File: config.mk
export PLATFORM = sky130hd
export DESIGN_NAME = cnt_selftest
export DESIGN_NICKNAME = d
export VERILOG_FILES = /design/src/rtl/cst_pkg.sv /design/src/rtl/cst_counter.sv /design/src/rtl/cst_pattern.sv /design/src/rtl/cst_seq.sv /design/src/rtl/cnt_selftest.sv
export SDC_FILE = /design/constraint.sdc
export NUM_CORES = 1
export LEC_CHECK = 0
export BUFFER_PORTS_ARGS = -buffer_cell sky130_fd_sc_hd__buf_2
export CAP_MARGIN = 25
export CORE_UTILIZATION = 35
export CTS_CLUSTER_SIZE = 30
export DETAILED_ROUTE_END_ITERATION = 8
export GPL_TIMING_DRIVEN = 0
export HOLD_SLACK_MARGIN = 0.02
export PLACE_DENSITY = 0.48
export SLEW_MARGIN = 20
export SYNTH_ARGS = -nofsm -noshare
export SYNTH_HDL_FRONTEND = slang
export SYNTH_SLANG_ARGS = --single-unit
File: constraint.sdc
create_clock -name clk -period 5.1 [get_ports clk]
set_clock_uncertainty 0.2 [all_clocks]
set_input_delay 0.765 -clock clk [delete_from_list [all_inputs] [get_ports clk]]
set_output_delay 0.765 -clock clk [all_outputs]
set_load 0.02 [all_outputs]
File: src/rtl/cst_pkg.sv
package cst_pkg;
  typedef enum logic [1:0] {
    OP_HOLD = 2'd0,
    OP_LOAD = 2'd1,
    OP_UP   = 2'd2,
    OP_DOWN = 2'd3
  } cst_op_e;

  typedef enum logic [1:0] {
    ST_IDLE  = 2'd0,
    ST_RUN   = 2'd1,
    ST_DRAIN = 2'd2,
    ST_DONE  = 2'd3
  } cst_state_e;
endpackage

File: src/rtl/cst_counter.sv
module cst_counter #(
  parameter int W    = 8,
  parameter int SELW = (W > 1) ? $clog2(W) : 1
) (
  input  logic            clk,
  input  logic            rst_n,
  input  logic            load,
  input  logic [W-1:0]    load_val,
  input  logic            en,
  input  logic            up,
  input  logic            flt_en,
  input  logic [SELW-1:0] flt_sel,
  output logic [W-1:0]    q
);
  logic [W-1:0] q_r;
  logic [W-1:0] q_nxt;
  logic [W-1:0] flt_mask;
  logic [W-1:0] q_obs;

  // stuck-at-0 injection sits on the register output, so the fault also feeds the arithmetic
  always_comb begin
    flt_mask = flt_en ? (W'(1) << flt_sel) : '0;
    q_obs    = q_r & ~flt_mask;
  end

  always_comb begin
    q_nxt = q_obs;
    if (load)        q_nxt = load_val;
    else if (en) begin
      if (up)        q_nxt = q_obs + W'(1);
      else           q_nxt = q_obs - W'(1);
    end
  end

  always_ff @(posedge clk or negedge rst_n) begin
    if (!rst_n)            q_r <= '0;
    else if (load || en)   q_r <= q_nxt;
  end

  assign q = q_obs;

  // a load lands in the register on the next edge
  a_r2_load_lands: assert property (@(posedge clk) disable iff (!rst_n)
    load |=> (q_r == $past(load_val)));

  // with no load and no enable the stored value does not move
  a_r11_idle_hold: assert property (@(posedge clk) disable iff (!rst_n)
    (!load && !en && !flt_en) |=> $stable(q_r));
endmodule

File: src/rtl/cst_pattern.sv
module cst_pattern
  import cst_pkg::*;
#(
  parameter int W  = 8,
  parameter int SW = $clog2(4 * W + 3)
) (
  input  logic [SW-1:0] step,
  output cst_op_e       op,
  output logic [W-1:0]  val
);
  localparam logic [W-1:0] MID_VAL = {1'b0, {(W-1){1'b1}}};

  logic [SW-1:0] rel;
  logic [W-1:0]  bit_hot;

  always_comb begin
    rel     = step - SW'(3);
    bit_hot = W'(1) << rel[SW-1:2];
  end

  always_comb begin
    op  = OP_HOLD;
    val = '0;
    if (step == SW'(0)) begin
      op  = OP_LOAD;
      val = MID_VAL;
    end else if (step == SW'(1)) begin
      op  = OP_UP;
    end else if (step == SW'(2)) begin
      op  = OP_DOWN;
    end else begin
      unique case (rel[1:0])
        2'd0: begin op = OP_LOAD; val = ~bit_hot; end
        2'd1: op = OP_HOLD;
        2'd2: begin op = OP_LOAD; val = bit_hot; end
        default: op = OP_HOLD;
      endcase
    end
  end
endmodule

File: src/rtl/cst_seq.sv
module cst_seq
  import cst_pkg::*;
#(
  parameter int W  = 8,
  parameter int SW = $clog2(4 * W + 3)
) (
  input  logic          clk,
  input  logic          rst_n,
  input  logic          start,
  input  cst_op_e       op,
  input  logic [W-1:0]  pat_val,
  input  logic [W-1:0]  cut_q,
  output logic [SW-1:0] step,
  output logic          ctl_load,
  output logic          ctl_en,
  output logic          ctl_up,
  output logic [W-1:0]  ctl_val,
  output logic          done,
  output logic          fail
);
  localparam int LAST = 4 * W + 2;

  cst_state_e    state_q, state_d;
  logic [SW-1:0] step_q, step_d;
  logic [W-1:0]  pred_q, pred_d;
  logic          cmp_q, cmp_d;
  logic          fail_q, fail_d;
  logic          done_q, done_d;
  logic          accept;
  logic          mismatch;

  always_comb begin
    accept   = start && (state_q == ST_IDLE || state_q == ST_DONE);
    mismatch = cmp_q && (cut_q != pred_q);
  end

  // controls presented to the counter
  always_comb begin
    ctl_load = 1'b0;
    ctl_en   = 1'b0;
    ctl_up   = 1'b0;
    ctl_val  = '0;
    if (state_q == ST_RUN) begin
      ctl_load = (op == OP_LOAD);
      ctl_en   = (op == OP_UP) || (op == OP_DOWN);
      ctl_up   = (op == OP_UP);
      ctl_val  = pat_val;
    end else if (state_q == ST_DRAIN) begin
      ctl_load = 1'b1;
    end
  end

  // next state
  always_comb begin
    state_d = state_q;
    step_d  = step_q;
    pred_d  = pred_q;
    cmp_d   = (state_q == ST_RUN);
    fail_d  = fail_q | mismatch;
    done_d  = done_q;
    unique case (state_q)
      ST_IDLE, ST_DONE: begin
        if (accept) begin
          state_d = ST_RUN;
          step_d  = '0;
          fail_d  = 1'b0;
          done_d  = 1'b0;
        end
      end
      ST_RUN: begin
        unique case (op)
          OP_LOAD: pred_d = pat_val;
          OP_UP:   pred_d = pred_q + W'(1);
          OP_DOWN: pred_d = pred_q - W'(1);
          default: pred_d = pred_q;
        endcase
        if (step_q == SW'(LAST)) state_d = ST_DRAIN;
        else                     step_d  = step_q + SW'(1);
      end
      default: begin
        state_d = ST_DONE;
        done_d  = 1'b1;
        pred_d  = '0;
      end
    endcase
  end

  always_ff @(posedge clk or negedge rst_n) begin
    if (!rst_n) begin
      state_q <= ST_IDLE;
      step_q  <= '0;
      pred_q  <= '0;
      cmp_q   <= 1'b0;
      fail_q  <= 1'b0;
      done_q  <= 1'b0;
    end else begin
      state_q <= state_d;
      step_q  <= step_d;
      pred_q  <= pred_d;
      cmp_q   <= cmp_d;
      fail_q  <= fail_d;
      done_q  <= done_d;
    end
  end

  assign step = step_q;
  assign done = done_q;
  assign fail = fail_q;

  // fail only drops through an accepted start
  a_r8_fail_sticky: assert property (@(posedge clk) disable iff (!rst_n)
    (fail_q && !accept) |=> fail_q);

  // an accepted start clears both flags
  a_r9_start_clears: assert property (@(posedge clk) disable iff (!rst_n)
    accept |=> (!done_q && !fail_q));

  // done stays low while steps are being issued
  a_r6_no_early_done: assert property (@(posedge clk) disable iff (!rst_n)
    (state_q == ST_RUN) |=> !done_q);

  // start during a run does not restart the step count
  a_r10_run_ignores_start: assert property (@(posedge clk) disable iff (!rst_n)
    (state_q == ST_RUN && step_q != SW'(LAST)) |=> (step_q == $past(step_q) + SW'(1)));
endmodule

File: src/rtl/cnt_selftest.sv
module cnt_selftest
  import cst_pkg::*;
#(
  parameter int W = 8,
  localparam int SELW = (W > 1) ? $clog2(W) : 1
) (
  input  logic            clk,
  input  logic            rst_n,
  input  logic            start,
  input  logic            fault_en,
  input  logic [SELW-1:0] fault_sel,
  output logic            done,
  output logic            fail,
  output logic            cut_load,
  output logic            cut_en,
  output logic            cut_up,
  output logic [W-1:0]    cut_val,
  output logic [W-1:0]    cut_q
);
  localparam int SW = $clog2(4 * W + 3);

  // asynchronous assert, synchronous release
  logic [1:0] rst_sync;
  logic       rst_int_n;

  always_ff @(posedge clk or negedge rst_n) begin
    if (!rst_n) rst_sync <= 2'b00;
    else        rst_sync <= {rst_sync[0], 1'b1};
  end
  assign rst_int_n = rst_sync[1];

  logic [SW-1:0] step;
  cst_op_e       op;
  logic [W-1:0]  pat_val;

  cst_pattern #(.W(W), .SW(SW)) u_pat (
    .step (step),
    .op   (op),
    .val  (pat_val)
  );

  cst_seq #(.W(W), .SW(SW)) u_seq (
    .clk      (clk),
    .rst_n    (rst_int_n),
    .start    (start),
    .op       (op),
    .pat_val  (pat_val),
    .cut_q    (cut_q),
    .step     (step),
    .ctl_load (cut_load),
    .ctl_en   (cut_en),
    .ctl_up   (cut_up),
    .ctl_val  (cut_val),
    .done     (done),
    .fail     (fail)
  );

  cst_counter #(.W(W), .SELW(SELW)) u_cut (
    .clk      (clk),
    .rst_n    (rst_int_n),
    .load     (cut_load),
    .load_val (cut_val),
    .en       (cut_en),
    .up       (cut_up),
    .flt_en   (fault_en),
    .flt_sel  (fault_sel),
    .q        (cut_q)
  );

  // the counter is back at zero when done rises (fault-free)
  a_r7_restored: assert property (@(posedge clk) disable iff (!rst_int_n)
    ($rose(done) && !fault_en) |-> (cut_q == '0));
endmodule

==> flow_summary.json, run 1 <==
{
  "status": "completed",
  "r2r_slack_ns": 1.36,
  "power_switching_w": 0.001056,
  "fin_crit_ns": 4.013,
  "multi_input_area_mm2": 0.002081,
  "required_ns": 4.14,
  "cts_tree": "done",
  "synth_warnings": 0,
  "max_slew_margin_pct": 46.39,
  "seqCellArea_um2": 726.9,
  "endpoint_kind": "output port",
  "grt_max_degree": 28,
  "die-area_mm2": 0.008866,
  "synthCells": 372,
  "clk_latency_ns": 0.29,
  "die_w_um": 94.16,
  "gp_congestion": 0.8532,
  "vias": 2956,
  "io_buffer_count": 27,
  "hold_buffers": 0,
  "r2r-end": "u_cut.q_r[5]$_DFFE_PN0P_",
  "startpoint": "u_seq.step[0]$_DFFE_PN0P_",
  "p_seq_share_pct": 19.8,
  "avgSynthCellArea_um2": 7.992,
  "drc": 0,
  "chipHeight_um": 94.16,
  "hold_violations": 0,
  "endpoint": "cut_val[7]",
  "setup_viol": 0,
  "place_ws_ns": 1.352,
  "synthArstFlopShare_pct": 100.0,
  "rsz0062_at_grt": "no",
  "drive_above_1_share_pct": 14.22,
  "num-fill-cells": 866,
  "fin_nets": 435,
  "cts.repair.resized": 0,
  "period_share_pct": 78.69,
  "swShare_pct": 51.74,
  "root_buffer": "clkbuf_8",
  "fmax_mhz": 249.2,
  "reg2regPathDepth": 12,
  "mostFrequentLayoutCell": "nor2_1",
  "maxCapViolCount": 0,
  "worstPathArrival_ns": 3.05,
  "ir_drop_mv": 0.2523,
  "viasPerCell": 5.762,
  "dpl.cell_count": 505,
  "rows": 33,
  "synth_edf_count": 0,
  "worstMarginPinSlew_ns": 0.7974,
  "cp_max_fo": 10,
  "cts_buffers": 5,
  "synth_cell_types": 68,
  "ant_nets": 0,
  "p_per_area_mw_per_mm2": 606.2,
  "stdcell_count": 513,
  "leakage_nw": 1.499,
  "yosysSeqAreaShare_pct": 24.41,
  "clkSinkCount": 29,
  "post_cts_buffers": 0,
  "pwr-share-comb_pct": 67.7,
  "crit_type": "reg -> out",
  "detail_route.first_pass.iterations": 4,
  "antenna_found_initial": 0,
  "ys.flop_type": "dfrtp_1",
  "min_path_type": "in -> async",
  "start_util_pct": 36.18,
  "synth.cell_area_mm2": 0.002973,
  "worst_slack_ns": 1.087,
  "drt_iter0_markers": 135,
  "groute.usage.overall_pct": 22.61,
  "grt_pass1_wl_mm": 15.09,
  "cts.htree.levels": 2,
  "clk_pin_slew_ns": 0.07,
  "drv_slew": 0,
  "io-pin-count": 28,
  "wl_per_cell_um": 18.01,
  "fin_total_pwr_w": 0.002042,
  "clockBufferDepth": 2,
  "core_area_mm2": 0.008217,
  "fin_setup_tns_ns": 0,
  "ys_ff_latch": 29,
  "dp_hpwl_mm": 7.167,
  "final_cell_mix": "36 x nor2_1, 34 x buf_2, 28 x dfrtp_1",
  "r2r-start": "u_seq.step[0]$_DFFE_PN0P_",
  "antenna_cells": 0,
  "intPower_w": 0.0009853,
  "area_growth_pct": 13.30,
  "crit_path_start_kind": "flip-flop",
  "grt_pass1_vias": 2733,
  "overflow": 0,
  "synth_nets": 400,
  "pwr-share-clk_pct": 12.5,
  "routed_wl_mm": 9.241
}
stage by stage:
| step | utilization, % | hold slack (ns) | area [um2] |
|---|---|---|---|
| 6_report | 40.99 | 0.04985 | 3368 |
| 3_5_place_dp | 39.58 | 0.1252 | 3252 |
| 3_3_place_gp | 39.42 | 0.1407 | 3239 |
| 2_1_floorplan | - | 0.1312 | 2973 |
| 5_1_grt | 40.99 | 0.03911 | 3368 |
| 4_1_cts | 40.99 | 0.04024 | 3368 |
worst max-delay path, stage by stage (launching register included):
cell and delay, ns:
dfrtp_1 0.38, clkbuf_1 0.32, inv_1 0.15, ha_1 0.30, nor2_2 0.45, o21ai_0 0.33, a211oi_1 0.39, nand2_1 0.19
inv_1 0.09, buf_2 0.16
cells by family (layout without fill, tap and decap cells):
group	after synthesis	in the layout	share of synthesized area, %
AO/OA/AOI/OAI	127	127	30.05
XOR/XNOR	12	12	3.535
adder cells (fa/ha/maj)	21	21	9.344
buffers and inverters	42	78	5.808
flip-flops	29	29	24.41
multiplexers	7	7	2.441
other	1	1	0.1261
AND/OR/NAND/NOR	133	133	24.28
routing by layer:
metal | GRT usage [%] | share of wire, % | vias to the layer above
met3 | 2.751 | 3.5 | 8
met5 | 0 | 0 | -
met1 | 32.44 | 50 | 1421
li1 | - | - | 1460
met4 | 5.256 | 1.2 | 0
met2 | 35.75 | 45 | 67
synthesized netlist by cell type, types with 7 or more instances:
master	n	area share [%]
a211oi_1	7	1.8
a21oi_1	22	3.7
clkbuf_1	8	1.0
dfrtp_1	29	24
ha_1	19	8.0
inv_1	27	3.4
nand2_1	27	3.4
nor2_1	36	4.5
nor3_1	16	2.7
o21ai_0	26	4.4
o31ai_1	9	2.3
xnor2_1	7	2.1
sequential cells by signal, indices dropped and copies added, names as in the netlist:
name / cells
u_seq.pred_q: 8
u_seq.state_q: 2
rst_sync: 2
u_seq.cmp_q: 1
u_seq.done: 1
u_cut.q_r: 8
u_seq.fail: 1
u_seq.step: 6
power groups by stage:
stage          Clock (W)  Sequential [W]  Combinational [W]
6_report        0.000255        0.000404            0.00138
5_1_grt         0.000271        0.000415            0.00154
4_1_cts         0.000263        0.000404            0.00138
3_5_place_dp           0        0.000408            0.00137
3_3_place_gp           0        0.000408            0.00137
2_1_floorplan          0        0.000384            0.00102
area by class of cell:
class | instances | share of cell area, %
plain buffers | 15 | 2.117
inverters | 27 | 3.009
well taps | 105 | 3.900
flip-flops and latches | 29 | 21.58
clock buffers | 7 | 2.563
multi-input cells | 301 | 61.78
repair buffers | 28 | 4.160
clock inverters | 1 | 0.8915
worst min-delay path by stage:
stage | startpoint | end | slack [ns] | cells past startpoint
CTS | rst_n | rst_sync[1]$_DFF_PN0_ | 0.04 | 1
finish | rst_n | rst_sync[1]$_DFF_PN0_ | 0.05 | 1
global route | rst_n | rst_sync[0]$_DFF_PN0_ | 0.04 | 1
floorplan | rst_sync[0]$_DFF_PN0_ | rst_sync[1]$_DFF_PN0_ | 0.13 | 0
global placement | rst_sync[0]$_DFF_PN0_ | rst_sync[1]$_DFF_PN0_ | 0.14 | 0
detailed placement | rst_sync[1]$_DFF_PN0_ | u_seq.state_q[1]$_DFFE_PN0P_ | 0.13 | 0
No activity file was read; power rests on OpenSTA's default activity.
==> run 2: changes to the inputs <==
PLACE_DENSITY = 0.5   (was 0.48)
clock period = 3.6 ns   (was 5.1 ns; I/O delays follow)
==> run 2 against run 1 <==
Effect of this change: clock-buffer cell count fell by 1; setup slack worse by 0.90 ns; combinational power grew 43%; first-iteration DRC count decreased by 1.5%; total power up 43%; die area did not move; global-route usage is 1.2 points lower; worst hold slack gained 0.052 ns; sequential power grew 42%; register-to-register slack worse by 1.1 ns; largest cell class unchanged.
==> flow_summary.json, run 2 (synthesis gave the netlist of run 1 again) <==
{
  "status": "completed",
  "mostFrequentLayoutCell": "nor2_1",
  "rows": 33,
  "leakage_nw": 1.512,
  "root_buffer": "clkbuf_8",
  "min_path_type": "reg -> async",
  "chipHeight_um": 94.16,
  "crit_type": "reg -> out",
  "io_buffer_count": 27,
  "reg2regPathDepth": 10,
  "core_area_mm2": 0.008217,
  "viasPerCell": 5.718,
  "cp_max_fo": 9,
  "clockBufferDepth": 2,
  "r2r-end": "u_seq.pred_q[6]$_DFFE_PN0P_",
  "postLayoutCellArea_mm2": 0.003402,
  "ant_nets": 0,
  "r2r_slack_ns": 0.25,
  "cts_buffers": 5,
  "antenna_cells": 0,
  "max_slew_margin_pct": 51.78,
  "drv_slew": 0,
  "fin_nets": 436,
  "start_util_pct": 36.18,
  "die-area_mm2": 0.008866,
  "crit_path_start_kind": "flip-flop",
  "ir_drop_mv": 0.3626,
  "critPathSlowestCell": "o21ai_0",
  "worstPathArrival_ns": 2.67,
  "hold_violations": 0,
  "dp_hpwl_mm": 7.085,
  "vias": 2939,
  "drc": 0,
  "p_per_area_mw_per_mm2": 855.4,
  "cts.htree.levels": 2,
  "period_share_pct": 94.74,
  "detail_route.first_pass.iterations": 4,
  "path_cells": "or4_1 -> buf_2 -> o21ai_0 -> nor2_1 -> a31oi_1 -> nand2_1 -> buf_2",
  "drt_iter0_markers": 133,
  "groute.usage.overall_pct": 21.38,
  "cpPeakStageDelay_ns": 0.53,
  "overflow": 0,
  "grt_pass1_wl_mm": 14.30,
  "required_ns": 2.86,
  "io-pin-count": 28,
  "endpoint_kind": "output port",
  "r2r-start": "u_seq.step[5]$_DFFE_PN0P_",
  "antenna_found_initial": 0,
  "final_cell_mix": "36 x nor2_1, 34 x buf_2, 28 x dfrtp_1",
  "die_w_um": 94.16,
  "worstMarginPinSlew_ns": 0.7132,
  "cts_tree": "done",
  "routed_wl_mm": 9.109,
  "worst_path_most_repeated_cell": "buf_2",
  "post_dp_cell_area_mm2": 0.003252,
  "clk_latency_ns": 0.29,
  "fin_crit_ns": 3.411,
  "clk_pin_slew_ns": 0.08,
  "area_growth_pct": 14.44,
  "gp_congestion": 0.8705,
  "num-fill-cells": 869,
  "drive_above_1_share_pct": 15.40,
  "wl_per_cell_um": 17.72,
  "grt_pass1_vias": 2698,
  "fmax_mhz": 293.2,
  "clkSinkCount": 29,
  "rsz0062_at_grt": "no",
  "maxCapViolCount": 0,
  "whs_ns": 0.1021,
  "setup_viol": 0,
  "grt_max_degree": 28
}
-- run 2: cell types whose count changed in the layout (fill, tap and decap cells not counted), sizes merged --
cell,delta
clkbuf,-2
buf,+1
dlygate4sd3,+1
clkinvlp,+1
-- run 2: report_power, final --
group / internal, W / switching, W / leakage (nW)
logic: 0.000732 / 0.00124 / 1.09
clock network: 0.000225 / 0.000144 / 0.0574
registers: 0.000447 / 0.000125 / 0.362
-- run 2: cell type report --
class,instances,area (um2),area share [%]
buffer,14,70.07,2.060
multi-input combinational,301,2095,61.57
inverter,27,101.3,2.979
timing repair buffer,30,157.7,4.634
sequential,29,726.9,21.37
clock inverter,2,37.54,1.103
tap,105,131.4,3.862
clock buffer,6,82.58,2.427
-- run 2: repair_timing --
action                                  in CTS  in global routing
resized for setup                            2                  5
hold endpoints to repair                     2                  0
hold buffers                                 1                  0
setup buffers                                1                  0
endpoints found under the setup margin      11                 15
pin swaps                                    1                  1
-- run 2: layer usage --
| layer | routed length (um) | up-vias | GRT usage [%] | share of wire [%] |
|---|---|---|---|---|
| li1 | - | 1469 | - | - |
| met5 | 0 | - | 0 | 0 |
| met3 | 323 | 9 | 2.670 | 3.5 |
| met4 | 84 | 0 | 3.974 | 0.92 |
| met2 | 4085 | 69 | 33.45 | 45 |
| met1 | 4616 | 1392 | 31.32 | 51 |
-- run 2: critical path, delay by kind of cell (launching register included) --
kind | cells | cell delay, ns
AOI/OAI and AO/OA | 2 | 0.85
buffers and inverters | 2 | 0.34
DFF | 1 | 0.48
and+or+nand+nor | 3 | 0.71
-- run 2: worst max path at each step --
stage	endpoint	cells past startpoint	start	slack, ns
2_1_floorplan	u_seq.pred_q[6]$_DFFE_PN0P_	10	u_seq.step[5]$_DFFE_PN0P_	0.14
3_3_place_gp	u_seq.pred_q[6]$_DFFE_PN0P_	11	u_seq.step[0]$_DFFE_PN0P_	-0.52
3_5_place_dp	u_cut.q_r[6]$_DFFE_PN0P_	12	u_seq.step[0]$_DFFE_PN0P_	-0.1
4_1_cts	cut_val[7]	9	u_seq.step[0]$_DFFE_PN0P_	0.05
5_1_grt	cut_val[1]	9	u_seq.step[0]$_DFFE_PN0P_	0.01
6_report	cut_val[1]	7	u_seq.step[5]$_DFFE_PN0P_	0.19
-- run 2: per-stage QoR --
step | worst slack [ns] | total power [W] | instances | setup TNS (ns) | utilization (%)
after floorplan | 0.1361 | 0.001986 | 372 | 0 | -
after global placement | -0.5248 | 0.002508 | 504 | -3.488 | 39.42
after detailed placement | -0.09787 | 0.002511 | 505 | -0.3278 | 39.58
after CTS | 0.04605 | 0.002914 | 515 | 0 | 41.42
after global routing | 0.01422 | 0.003158 | 514 | 0 | 41.40
final | 0.1893 | 0.002910 | 514 | 0 | 41.40
